**config.mk**
```make
export PLATFORM = sky130hd
export DESIGN_NAME = retry_master_guard
export DESIGN_NICKNAME = d
export VERILOG_FILES = /design/src/rtl/rmg_pkg.sv /design/src/rtl/rmg_tag_lock.sv /design/src/rtl/rmg_wait_timer.sv /design/src/rtl/rmg_action_dec.sv /design/src/rtl/retry_master_guard.sv
export SDC_FILE = /design/constraint.sdc
export NUM_CORES = 1
export LEC_CHECK = 0
export ABC_AREA = 1
export CORE_ASPECT_RATIO = 0.8
export CORE_MARGIN = 10
export CORE_UTILIZATION = 25
export CTS_CLUSTER_DIAMETER = 100
export CTS_CLUSTER_SIZE = 24
export DETAILED_ROUTE_END_ITERATION = 10
export DONT_BUFFER_PORTS = 1
export HOLD_SLACK_MARGIN = 0.1
export PLACE_DENSITY_LB_ADDON = 0.25
export SKIP_LAST_GASP = 1
export SLEW_MARGIN = 20
export SYNTH_ARGS = -nofsm -noshare
export SYNTH_HDL_FRONTEND = slang
export SYNTH_HIERARCHICAL = 1
export SYNTH_SLANG_ARGS = --single-unit
```
**constraint.sdc**
```tcl
create_clock -name clk -period 2.1 [get_ports clk]
set_input_delay 0.21 -clock clk [delete_from_list [all_inputs] [get_ports clk]]
set_output_delay 0.21 -clock clk [all_outputs]
set_load 0.02 [all_outputs]
```
**src/rtl/rmg_pkg.sv**
```systemverilog
package rmg_pkg;

  typedef enum logic [1:0] {
    RSP_OKAY  = 2'b00,
    RSP_ERROR = 2'b01,
    RSP_RETRY = 2'b10
  } rsp_e;

  typedef enum logic [1:0] {
    ACT_ERROR = 2'b00,
    ACT_ARB   = 2'b01,
    ACT_IRQ   = 2'b10,
    ACT_RESET = 2'b11
  } act_e;

  typedef enum logic [2:0] {
    ST_IDLE,
    ST_WAIT,
    ST_ERR1,
    ST_ERR2,
    ST_RTY1,
    ST_RTY2
  } gstate_e;

endpackage

```
**src/rtl/rmg_tag_lock.sv**
```systemverilog
module rmg_tag_lock #(
  parameter int TAG_W = 4
) (
  input  logic             clk,
  input  logic             rst_n,
  input  logic             enable,
  input  logic             capture,
  input  logic             release_i,
  input  logic [TAG_W-1:0] tag_in,
  input  logic [TAG_W-1:0] probe_a,
  input  logic [TAG_W-1:0] probe_b,
  output logic             locked,
  output logic             hit_a,
  output logic             hit_b
);
  logic [TAG_W-1:0] held_q;
  logic             lock_q;

  always_ff @(posedge clk) begin
    if (!rst_n) begin
      lock_q <= 1'b0;
      held_q <= '0;
    end else if (!enable) begin
      lock_q <= 1'b0;
    end else if (capture) begin
      lock_q <= 1'b1;
      held_q <= tag_in;
    end else if (release_i) begin
      lock_q <= 1'b0;
    end
  end

  assign locked = lock_q;
  assign hit_a  = (probe_a == held_q);
  assign hit_b  = (probe_b == held_q);
endmodule

```
**src/rtl/rmg_wait_timer.sv**
```systemverilog
module rmg_wait_timer #(
  parameter int W = 8
) (
  input  logic         clk,
  input  logic         rst_n,
  input  logic         clear,
  input  logic         run,
  input  logic [W-1:0] limit,
  output logic         expired
);
  logic [W-1:0] cnt_q;

  always_ff @(posedge clk) begin
    if (!rst_n) begin
      cnt_q <= '0;
    end else if (clear) begin
      cnt_q <= '0;
    end else if (run && (cnt_q != {W{1'b1}})) begin
      cnt_q <= cnt_q + 1'b1;
    end
  end

  assign expired = (cnt_q >= limit);
endmodule

```
**src/rtl/rmg_action_dec.sv**
```systemverilog
module rmg_action_dec #(
  parameter int N_ACT = 4,
  localparam int SEL_W = $clog2(N_ACT)
) (
  input  logic             clk,
  input  logic             rst_n,
  input  logic             fire,
  input  logic [SEL_W-1:0] pick,
  output logic [N_ACT-1:1] pulse
);
  for (genvar k = 1; k < N_ACT; k++) begin : g_slot
    logic q;
    always_ff @(posedge clk) begin
      if (!rst_n) q <= 1'b0;
      else        q <= fire && (pick == SEL_W'(k));
    end
    assign pulse[k] = q;
  end
endmodule

```
**src/rtl/retry_master_guard.sv**
```systemverilog
module retry_master_guard
  import rmg_pkg::*;
#(
  parameter int TAG_W  = 4,
  parameter int WAIT_W = 8
) (
  input  logic              clk,
  input  logic              rst_n,
  input  logic              guard_en,
  input  logic [1:0]        action_sel,
  input  logic              sel,
  input  logic [1:0]        xfer_type,
  input  logic [TAG_W-1:0]  mst_tag,
  input  logic              busy,
  input  logic [WAIT_W-1:0] wait_limit,
  output logic              ready,
  output logic [1:0]        resp,
  output logic              irq,
  output logic              arb_flag,
  output logic              rst_req
);
  localparam int N_ACT = 4;

  gstate_e          state_q, state_d;
  logic [TAG_W-1:0] cur_tag_q;
  logic             ready_c, accept, done_ok, release_c, violate, timeout;
  logic             capture, fire, locked, hit_cur, hit_new, expired;
  rsp_e             resp_c;
  gstate_e          start_next;
  logic [N_ACT-1:1] pulses;

  always_comb begin
    case (state_q)
      ST_WAIT:          ready_c = !busy;
      ST_ERR1, ST_RTY1: ready_c = 1'b0;
      default:          ready_c = 1'b1;
    endcase
  end

  always_comb begin
    case (state_q)
      ST_ERR1, ST_ERR2: resp_c = RSP_ERROR;
      ST_RTY1, ST_RTY2: resp_c = RSP_RETRY;
      default:          resp_c = RSP_OKAY;
    endcase
  end

  assign accept    = ready_c && sel && (xfer_type == 2'b10 || xfer_type == 2'b11);
  assign done_ok   = (state_q == ST_WAIT) && !busy;
  assign release_c = done_ok && locked && hit_cur;
  assign violate   = accept && guard_en && locked && !release_c && !hit_new;
  assign timeout   = (state_q == ST_WAIT) && busy && expired;
  assign capture   = timeout && guard_en && !locked;
  assign fire      = violate && (action_sel != ACT_ERROR);

  always_comb begin
    if (!accept)      start_next = ST_IDLE;
    else if (!violate) start_next = ST_WAIT;
    else if (action_sel == ACT_ERROR) start_next = ST_ERR1;
    else              start_next = ST_RTY1;
  end

  always_comb begin
    case (state_q)
      ST_WAIT: state_d = busy ? (timeout ? ST_RTY1 : ST_WAIT) : start_next;
      ST_ERR1: state_d = ST_ERR2;
      ST_RTY1: state_d = ST_RTY2;
      default: state_d = start_next;
    endcase
  end

  always_ff @(posedge clk) begin
    if (!rst_n) begin
      state_q   <= ST_IDLE;
      cur_tag_q <= '0;
    end else begin
      state_q <= state_d;
      if (accept) cur_tag_q <= mst_tag;
    end
  end

  rmg_tag_lock #(.TAG_W(TAG_W)) u_lock (
    .clk      (clk),
    .rst_n    (rst_n),
    .enable   (guard_en),
    .capture  (capture),
    .release_i(release_c),
    .tag_in   (cur_tag_q),
    .probe_a  (cur_tag_q),
    .probe_b  (mst_tag),
    .locked   (locked),
    .hit_a    (hit_cur),
    .hit_b    (hit_new)
  );

  rmg_wait_timer #(.W(WAIT_W)) u_timer (
    .clk    (clk),
    .rst_n  (rst_n),
    .clear  (accept),
    .run    ((state_q == ST_WAIT) && busy),
    .limit  (wait_limit),
    .expired(expired)
  );

  rmg_action_dec #(.N_ACT(N_ACT)) u_act (
    .clk  (clk),
    .rst_n(rst_n),
    .fire (fire),
    .pick (action_sel),
    .pulse(pulses)
  );

  assign ready    = ready_c;
  assign resp     = resp_c;
  assign arb_flag = pulses[1];
  assign irq      = pulses[2];
  assign rst_req  = pulses[3];
endmodule

```
## Yosys cells after proc, flatten, opt, wreduce, memory -nomap -nowiden

Cells that the tools add are included.

- Add/subtract/negate cells: 1
- Order comparisons: 1
- Equality and inequality tests: 13
- Mux-type cells: 10
- Bitwise gates (word level): 1
- Reduce and logical (&&, ||, !) cells: 32

Operators with widths:

| operator | count |
|---|---|
| logical AND 1 bit | 18 |
| 2-to-1 mux 3 bit | 5 |
| case mux 3 bit (3 select lines) | 1 |
| adder 8 x 1 -> 8 bit, second input constant | 1 |
| == test 2 bit, second input constant | 4 |
| == test 4 bit | 2 |
| greater-or-equal comparator 8 bit | 1 |
| != test 8 bit, second input constant | 1 |
| OR reduction 2 bit | 4 |
| == test 3 x 2 -> 1 bit, second input constant | 2 |
| == test 3 bit, second input constant | 2 |
| zero test 1 bit | 4 |
| case mux 2 bit (2 select lines) | 1 |
| AND reduction 2 bit | 2 |
| nonzero test 2 bit | 2 |
| == test 3 x 1 -> 1 bit, second input constant | 1 |
| == test 2 x 1 -> 1 bit, second input constant | 1 |
| zero test 2 bit | 1 |
| 2-to-1 mux 1 bit | 2 |
| case mux 1 bit (2 select lines) | 1 |
| logical OR 1 bit | 1 |
| NOT 1 bit | 1 |

- Register bits: 23
- Bits of input ports: 21
- Output and inout port bits: 6
- Word-level logic and storage cells: 66

## Depth between registers and ports, before layout

Gate-level depths: netlist of run 1.

- Depth in word-level cells: 13
- Depth in mapped cells: 14
- Gate-level depth less buffers: 14

## Modules after synthesis

Netlist of run 1, hierarchy kept.

By module, submodules not included:

| module | times used | cells each | area each (um^2) | sequential area each (um^2) |
|---|---|---|---|---|
| rmg_wait_timer | 1 | 103 | 670.6 | 160.2 |
| retry_master_guard | 1 | 59 | 420.4 | 140.1 |
| rmg_tag_lock | 1 | 49 | 296.5 | 100.1 |
| rmg_action_dec | 1 | 15 | 116.4 | 60.1 |

## Least setup slack after synthesis of run 1

Ideal clock, no wire load.

- Path type: reg2reg
- From: register u_timer.cnt_q[1]
- To: register u_lock.held_q[0]
- Setup time: 0.119 ns
- Data arrival time: 1.555 ns
- Data required time: 1.981 ns
- Slack: 0.425 ns
- Cell stages (with the launch flop): 13
- Buffers on the path: 0
- Period minus slack after synthesis: 1.675 ns
- Cells stage by stage: dfxtp_1 ha_1 inv_1 o21bai_1 nand2_1 nand2_1 nand2_1 nand3_1 nand2_1 nor3_1 nand2_2 o21ai_0 a21oi_1

- Longest elaborated chain between the ends: 5

Ends and longest elaborated chain:

| what | line | RTL |
|---|---|---|
| start, declared | rmg_wait_timer.sv:11 | `logic [W-1:0] cnt_q;` |
| start signal, assigned | rmg_wait_timer.sv:19 | `cnt_q <= cnt_q + 1'b1;` |
| greater-or-equal comparator 8 bit | rmg_wait_timer.sv:23 | `assign expired = (cnt_q >= limit);` |
| named net expired | retry_master_guard.sv:27 | `logic capture, fire, locked, hit_cur, hit_new, expired;` |
| logical AND 1 bit | retry_master_guard.sv:52 | `assign timeout = (state_q == ST_WAIT) && busy && expired;` |
| logical AND 1 bit (2 in a row) | retry_master_guard.sv:53 | `assign capture = timeout && guard_en && !locked;` |
| named net capture | retry_master_guard.sv:27 |  |
| AND reduction 2 bit (no line) | - |  |
| end signal, assigned | rmg_tag_lock.sv:27 | `held_q <= tag_in;` |
| end, declared | rmg_tag_lock.sv:16 | `logic [TAG_W-1:0] held_q;` |

The timed path passes the listed nets, and every way through them passes these cells.
A chain may end at the register's enable or synchronous reset.

## Worst setup path after layout of run 1

- From: register u_timer.cnt_q[7]
- To: register u_lock.held_q[1]

Same word-level chain as after synthesis.

==> results.toml, run 1 <==
[outcome]
status = "finished clean"

[synthesis]
ys_types = 28
synthTopCellsByArea = "dfxtp_1 (31%), nand2_1 (12%), nor2_1 (9.2%)"
synth-seq-cells = 23
ys_seq_area_share_pct = 30.62
synth_ff_type = "dfxtp_1"
synthMostInstantiatedCell = "nand2_1"
netlist_area_mm2 = 0.001504
avgSynthCellArea_um2 = 6.655
postSynthCellCount = 226
syn_nets = 256
synth.largest_area_cell = "dfxtp_1"
synthArstFlopShare_pct = 0
synth_edf_count = 0
synthTopCellsByCount = "nand2_1 (48), nor2_1 (37), inv_1 (36), dfxtp_1 (23), a21oi_1 (16)"
ys_warn_count = 6
yosysTopAreaCellShare_pct = 30.62

[setup_path]
start_kind = "register"
cp-startpoint = "u_timer/cnt_q[7]"
worstSetupPathType = "reg -> reg"
end_kind = "register"
worst_ep_arrival_time_ps = 2010
r2r_start = "u_timer/cnt_q[7]"
cp_max_fo = 7
cp.required_ps = 2270

[cts]
cts_max_level = 1
post_cts_buffers = 0
cts_made_buffers = 3
cts.sinks = 23
path_clk_slew_ps = 90
root_buffer = "clkbuf_8"
tritoncts = "done"
cts_buffer_depth = 2
clk_latency_ps = 270

[detailed_routing]
drt_iter0_drc = 47
ant_nets = 0
vias = 1324
vias_per_cell = 4.138
wl_mm = 3.267
wire_per_inst_um = 10.21
drc = 0
first_pass_iters = 4

[floorplanning]
die_w_um = 106.7
die-area_mm2 = 0.009538
initial_utilization_pct = 25.57
core_region_area_mm2 = 0.005881
die_h_um = 89.38
rows = 25
ioPinCount = 27

[power]
finalPower_mw = 0.8320
p_sw_mw = 0.2118
clkPwrFrac_pct = 34.1
cellPowerDensity_mw_per_mm2 = 476.7
p_int_mw = 0.6202
swShare_pct = 25.46
leakagePower_nw = 0.8218
power_frac_comb_pct = 11.9
seqPwrFrac_pct = 54.0
vdd_drop_max_mv = 0.2358

[final_layout]
drive_above_1_share_pct = 11.72
area_delta_synth_final_pct = 16.06
utilization_pct = 29.68
fin_nets = 270
num_antenna_cells = 0

[sta]
rsz0062_at_grt = "false"
max_slew_margin_pct = 70.12
setup_viol = 0
layout_setup_ws_ps = 254.6
fin_setup_tns_ps = 0
worst_slew_pin_slew_ps = 446.5
hold_viol_final = 0
post-route-min-period_ps = 1845
finalMaxSlewViolations = 0
finClkSkew_ps = 8.182
timing.final.crit_share_pct = 87.88
fmax_mhz = 541.9

[job]
cap_viol_max_count = 0

[grt]
grt_pass1_wl_mm = 5.533
grt_overflow_total = 0
grtUsageTotal_pct = 7.129
grt_start_max_net_pins = 14
grt_pass1_vias = 1265
antenna_found_initial = 0

[placed_design]
dp_hpwl_mm = 2.594
port_buffers = 0
pre_cts_ws_ps = 152.9
gp_congestion = 0.7514

[hold_path]
hp-start = "rst_n"
hold_path.class = "in -> reg"
[per-layer routing]
layer  vias up  global-route usage [%]  share of wire (%)
li1        725                       -                  -
met1       579                   8.285                 48
met2        16                   12.37                 46
met3         4                   1.801                3.8
met4         0                   2.822                1.5
met5         -                       0                  0
[sequential cells by signal (all words and copies together), names as in the netlist]
signal          count
u_act/g_slot.q      3
u_timer/cnt_q       8
u_lock/held_q       4
state_q             3
u_lock/locked       1
cur_tag_q           4
[cell families (layout without fill, tap and decap cells)]
group	Yosys count	in the layout	synth area share, %
compound gates	28	28	10.07
flops	23	23	30.62
buf+inv	47	60	13.06
fa+ha+maj	9	9	7.488
xor+xnor	4	4	2.329
simple gates	115	115	36.44
[layout by cell type (no fill, tap or decap), drive strengths merged]
master       count
nand2           52
a21oi           16
o21bai           2
ha               9
nand4            4
buf              5
inv             40
dlygate4sd3      9
nor3             1
clkinv           3
o21a             1
nor2            42
clkbuf           3
nand3b           2
o21ai            9
dfxtp           23
nand3           14
xnor2            4
[stage by stage]
stage / hold WS (ps) / std cells / instance area (um2)
2_1_floorplan: 323.8 / 226 / 1504
3_3_place_gp: 328.1 / 307 / 1604
3_5_place_dp: 334.0 / 307 / 1604
4_1_cts: 110.0 / 320 / 1740
5_1_grt: 145.9 / 320 / 1745
6_report: 112.2 / 320 / 1745
[repair_timing]
item,in CTS,in global routing
hold buffers,9,0
hold endpoints to repair,15,0
endpoints found under the setup margin,0,4
resized for setup,0,1
[path summary, 6_finish.rpt]
| check | endpoint | slack, ps | cells after the start |
|---|---|---|---|
| worst max-delay path | u_lock/held_q[1] | 250 | 10 |
| worst max register to register | u_lock/held_q[1] | 250 | 10 |
| worst min register to register | u_lock/held_q[0] | 510 | 2 |
| worst min-delay path | u_act/g_slot[1].q | 110 | 2 |
[cell type report]
class                      instances  area (um2)
tap                               81       101.3
timing repair buffer              14       127.6
clock inverter                     1       5.005
multi-input combinational        156       852.1
clock buffer                       3       41.29
fill                             664        4135
inverter                          42       157.7
sequential                        23       460.4
[critical path, cell delays in order, from the launching register on]
cell and delay [ps]:
dfxtp_1 350, ha_1 300, nand2_1 70, nor2_1 140, nand4_1 90, nand3_1 130
nand2_1 110, nor3_2 160, nand2_2 130, o21ai_0 190, a21oi_1 60
[power groups by stage]
stage          Combinational [mW]  Sequential (mW)  Clock, mW
3_5_place_dp               0.0830            0.460          0
4_1_cts                     0.101            0.450      0.302
2_1_floorplan              0.0663            0.459          0
5_1_grt                     0.115            0.451      0.316
6_report                   0.0989            0.450      0.284
3_3_place_gp               0.0809            0.460          0
(Power assumes the default switching activity.)
==> run 2: changes to the inputs <==
Settings changed: ABC_AREA 1 to not set.
==> results.toml, run 2 <==
[outcome]
status = "finished clean"

[synthesis]
synth_adder_area_share_pct = 7.432
synth-xor-area-share_pct = 4.624
synth_top_family_by_area = "simple AND/OR/NAND/NOR gates"
synth_ff_type = "dfxtp_1"
synth_edf_count = 0
synthTopCellsByCount = "dfxtp_1 (23), nand2_1 (17), inv_1 (10), ha_1 (9), xor2_1 (8)"
netlist_area_mm2 = 0.001515
ys_warn_count = 6
synth-seq-cells = 23
synth.largest_area_cell = "dfxtp_1"
synth_compound_area_share_pct = 17.42
postSynthCellCount = 161
yosysTopAreaCellShare_pct = 30.39
ys_types = 58
synthTopCellsByArea = "dfxtp_1 (30%), ha_1 (7.4%), mux2i_1 (4.6%)"
yosys.area_share.simple_pct = 30.31
synthMuxAreaShare_pct = 4.624
syn_nets = 191
ys_seq_area_share_pct = 30.39
avgSynthCellArea_um2 = 9.411
synthArstFlopShare_pct = 0
synthMostInstantiatedCell = "dfxtp_1"

[cts]
cts.sinks = 23
root_buffer = "clkbuf_8"
tritoncts = "done"
clk_latency_ps = 270
path_clk_slew_ps = 90
cts_made_buffers = 3
cts_max_level = 1
cts_buffer_depth = 2

[placed_design]
dp_hpwl_mm = 2.598
pre_cts_ws_ps = -16.67
gp_congestion = 0.7132
placedInstanceArea_mm2 = 0.001680
port_buffers = 0
placedCellCount = 250

[final_layout]
final_cell_mix = "dfxtp_1 (23), nand2_1 (17), buf_4 (14)"
area_delta_synth_final_pct = 21.72
num_antenna_cells = 0
reg_top3 = "u_timer/cnt_q: 8 flops, cur_tag_q: 4 flops, u_lock/held_q: 4 flops"
utilization_pct = 31.36
drive_above_1_share_pct = 22.22
final_area_mm2 = 0.001844
largest_register = "u_timer/cnt_q"
layout_commonest_cell = "dfxtp_1"
fin_nets = 211
nFillCells = 651
largest_reg_flops = 8
final_cells = 261

[grt]
grt_overflow_total = 0
antenna_found_initial = 0
grt_pass1_wl_mm = 6.065
grt_pass1_vias = 1240
grtUsageTotal_pct = 7.738
grt_start_max_net_pins = 16

[detailed_routing]
wire_per_inst_um = 13.59
vias = 1221
wl_mm = 3.547
ant_nets = 0
drc = 0
first_pass_iters = 5
drt_iter0_drc = 33
vias_per_cell = 4.678

[setup_path]
max_stage_delay_ps = 330
cp_cell_sequence = "ha_1 -> and2_1 -> o2111ai_1 -> o31ai_4 -> and4b_2 -> a21boi_0 -> o21a_1"
end_kind = "register"
start_kind = "register"
worst_ep_arrival_time_ps = 2160
critPathSlowestCell = "o31ai_4"
cp.required_ps = 2270
worstSetupPathType = "reg -> reg"
cp_max_fo = 5

[sta]
worst_slew_pin_slew_ps = 548.7
setup_viol = 0
max_slew_margin_pct = 63.30
rsz0062_at_grt = "false"
timing.final.crit_share_pct = 94.68
finalMaxSlewViolations = 0
fin_setup_tns_ps = 0
finClkSkew_ps = 8.788
fmax_mhz = 503.0
hold_viol_final = 0
hold_ws_ps = 121.7
layout_setup_ws_ps = 111.8
post-route-min-period_ps = 1988

[floorplanning]
die-area_mm2 = 0.009594
core_region_area_mm2 = 0.005881
ioPinCount = 27
die_w_um = 107.0
initial_utilization_pct = 25.77
rows = 25
die_h_um = 89.63

[power]
leakagePower_nw = 0.8061
cellPowerDensity_mw_per_mm2 = 450.6
vdd_drop_max_mv = 0.1690
finalPower_mw = 0.8310

[hold_path]
hold_path.class = "in -> reg"

[job]
cap_viol_max_count = 0
==> run 2: changes by cell type after synthesis, moves of 4 or more <==
| cell | before | now |
|---|---|---|
| nor2_1 | 37 | 1 |
| nand2_1 | 48 | 17 |
| inv_1 | 36 | 10 |
| a21oi_1 | 16 | 5 |
| nand3_1 | 11 | 2 |
| xor2_1 | 0 | 8 |
| mux2i_1 | 0 | 7 |
| and3_1 | 0 | 6 |
| o21ai_0 | 8 | 2 |
| a21boi_0 | 0 | 5 |
| inv_2 | 4 | 0 |
| xnor2_1 | 4 | 0 |
==> run 2: report_power, final <==
part / leakage (nW) / switching [mW] / internal [mW]
clock network: 0.0255 / 0.156 / 0.133
registers: 0.186 / 0.00641 / 0.442
logic: 0.595 / 0.0447 / 0.0485
==> run 2: layer usage <==
metal | share of wire [%] | track usage [%] | vias up
li1 | - | - | 634
met1 | 49 | 10.48 | 569
met2 | 44 | 11.52 | 13
met3 | 4.7 | 1.926 | 5
met4 | 1.6 | 2.945 | 0
met5 | 0 | 0 | -
==> run 2: worst max-delay path, delay by kind of cell (launching register included) <==
| family | cells | cell delay [ps] |
|---|---|---|
| compound gates | 4 | 780 |
| simple gates | 2 | 490 |
| flops | 1 | 320 |
| fa+ha+maj | 1 | 290 |
==> run 2: area by class of cell <==
class                      instances  area, um2  share of cell area [%]
timing repair buffer              20      165.2                   8.955
inverter                          10      37.54                   2.035
sequential                        23      460.4                   24.97
clock buffer                       3      41.29                   2.239
multi-input combinational        123       1033                   56.04
clock inverter                     1      5.005                  0.2714
tap                               81      101.3                   5.495
==> run 2: path summary, 6_finish.rpt <==
path | from | depth (start not counted) | slack, ps | endpoint
min reg2reg | cur_tag_q[3] | 2 | 490 | cur_tag_q[3]
max reg2reg | u_timer/cnt_q[7] | 7 | 110 | u_lock/held_q[0]
min | action_sel[1] | 1 | 120 | u_act/g_slot[3].q
max | u_timer/cnt_q[7] | 7 | 110 | u_lock/held_q[0]
==> run 2: repair_timing <==
action	in CTS	in global routing
hold endpoints to repair	11	0
pin swaps	2	2
resized for setup	3	5
buffers inserted	0	0
hold buffers	6	0
setup endpoints to repair	4	5
cloned	1	0
==> run 2: cell families (layout without fill, tap and decap cells) <==
| kind of cell | after synthesis | in the layout |
|---|---|---|
| buffers and inverters | 16 | 34 |
| muxes | 7 | 7 |
| xor gates and xnor gates | 8 | 8 |
| AOI/OAI and AO/OA | 34 | 34 |
| DFF | 23 | 23 |
| and+or+nand+nor | 64 | 65 |
| adders and majority gates | 9 | 9 |
==> run 3: changes to the inputs <==
Settings changed: RECOVER_POWER set to 50.
==> results.toml, run 3 (synthesis results as in run 2) <==
[outcome]
status = "finished clean"

[detailed_routing]
wl_mm = 3.546
met2WireLength_mm = 1.594
wire_per_inst_um = 13.59
ant_nets = 0
vias = 1225
drc = 0
dr_wl_met3_um = 143
highest_layer = "met4"
drt_iter0_drc = 36
wl_met1_mm = 1.759
vias_per_cell = 4.693
first_pass_iters = 4

[job]
cap_viol_max_count = 0

[grt]
grt_start_max_net_pins = 16
grt_overflow_total = 0
grt_pass1_wl_mm = 6.065
grt_pass1_vias = 1240
grtUsageTotal_pct = 7.738
antenna_found_initial = 0

[placed_design]
dp_hpwl_mm = 2.598
gp_congestion = 0.7132
port_buffers = 0
pre_cts_ws_ps = -16.67

[setup_path]
reg2reg_depth = 7
cp_num_buf_inv = 0
r2r_slack_ps = 110
cp_num_cells = 7
start_kind = "register"
end_kind = "register"
max_stage_delay_ps = 330
cp_cell_sequence = "ha_1 -> and2_1 -> o2111ai_1 -> o31ai_4 -> and4b_2 -> a21boi_0 -> o21a_1"
worst_ep_arrival_time_ps = 2160
r2r_start = "u_timer/cnt_q[7]"
worstSetupPathType = "reg -> reg"
cp.required_ps = 2270
rr_endpoint = "u_lock/held_q[0]"
critPathSlowestCell = "o31ai_4"
cp_max_fo = 5
critPathTopFamily = "compound AO/OA/AOI/OAI gates"

[sta]
layout_setup_ws_ps = 110.0
finalMaxSlewViolations = 0
post-route-min-period_ps = 1990
hold_viol_final = 0
worst_slew_pin_slew_ps = 545.4
timing.final.crit_share_pct = 94.76
fmax_mhz = 502.5
fin_setup_tns_ps = 0
finClkSkew_ps = 10.25
setup_viol = 0
max_slew_margin_pct = 63.52
rsz0062_at_grt = "false"

[power]
cellPowerDensity_mw_per_mm2 = 452.8
leakagePower_nw = 0.7992
vdd_drop_max_mv = 0.1666

[floorplanning]
die-area_mm2 = 0.009594
ioPinCount = 27
rows = 25
die_h_um = 89.63
core_region_area_mm2 = 0.005881
die_w_um = 107.0
initial_utilization_pct = 25.77

[final_layout]
area_delta_synth_final_pct = 20.23
reg_top3 = "u_timer/cnt_q: 8 flops, cur_tag_q: 4 flops, u_lock/held_q: 4 flops"
num_antenna_cells = 0
largest_register = "u_timer/cnt_q"
drive_above_1_share_pct = 20.56
fin_nets = 211
largest_reg_flops = 8
final_cell_mix = "dfxtp_1 (23), nand2_1 (17), buf_4 (12)"
layout_commonest_cell = "dfxtp_1"

[cts]
tritoncts = "done"
path_clk_slew_ps = 90
cts_max_level = 1
cts_made_buffers = 3
cts_buffer_depth = 2
root_buffer = "clkbuf_8"
cts.sinks = 23
clk_latency_ps = 270

[hold_path]
holdPathEnd = "u_act/g_slot[3].q"
hold_path.class = "in -> reg"
hold_path_depth = 1
hp-start = "action_sel[1]"
==> run 3: through the flow <==
step	std cells	total power [mW]	hold slack [ps]	utilization [%]	cell area [um2]
floorplan	161	0.5125	327.6	-	1515
global placement	250	0.5284	331.3	28.57	1680
detailed placement	250	0.5285	334.4	28.57	1680
CTS	261	0.8359	115.2	30.74	1808
global route	261	0.8640	113.7	30.98	1822
finish	261	0.8248	122.7	30.98	1822
==> run 3: repair_timing <==
item,4_1_cts,5_1_grt
gates resized for setup,3,5
cloned,1,0
hold endpoints to repair,11,0
endpoints found under the setup margin,4,5
setup buffers,0,0
pin swaps,2,2
hold buffers,6,0
==> run 3: power by group <==
part	internal, mW	total (mW)	switching (mW)
Clock	0.133	0.287	0.154
Sequential	0.442	0.448	0.00626
Combinational	0.0460	0.0898	0.0437
==> run 3: metal layers <==
layer / vias up / track usage, %
met2: 16 / 11.52
met3: 4 / 1.926
li1: 633 / -
met5: - / 0
met1: 572 / 10.48
met4: 0 / 2.945
==> run 3: worst register-to-register path: cells and delay by family, from the launching register on <==
kind,cells,cell delay (ps)
DFF,1,320
AOI/OAI and AO/OA,4,780
adders and majority gates,1,290
and+or+nand+nor,2,490
==> run 3: worst max-delay path by stage <==
stage                                start               end  slack [ps]
after floorplan           u_timer/cnt_q[0]  u_lock/held_q[0]          90
after global placement    u_timer/cnt_q[0]  u_lock/held_q[0]         -20
after detailed placement  u_timer/cnt_q[0]  u_lock/held_q[0]         -20
after CTS                 u_timer/cnt_q[0]  u_lock/held_q[0]          50
after global routing      u_timer/cnt_q[7]        state_q[2]          20
final                     u_timer/cnt_q[7]  u_lock/held_q[0]         110
==> run 3: cell type report <==
type                       instances  area, um2
fill                             652       4059
multi-input combinational        123       1017
sequential                        23      460.4
timing repair buffer              20      158.9
tap                               81      101.3
clock buffer                       3      41.29
inverter                          10      37.54
clock inverter                     1      5.005
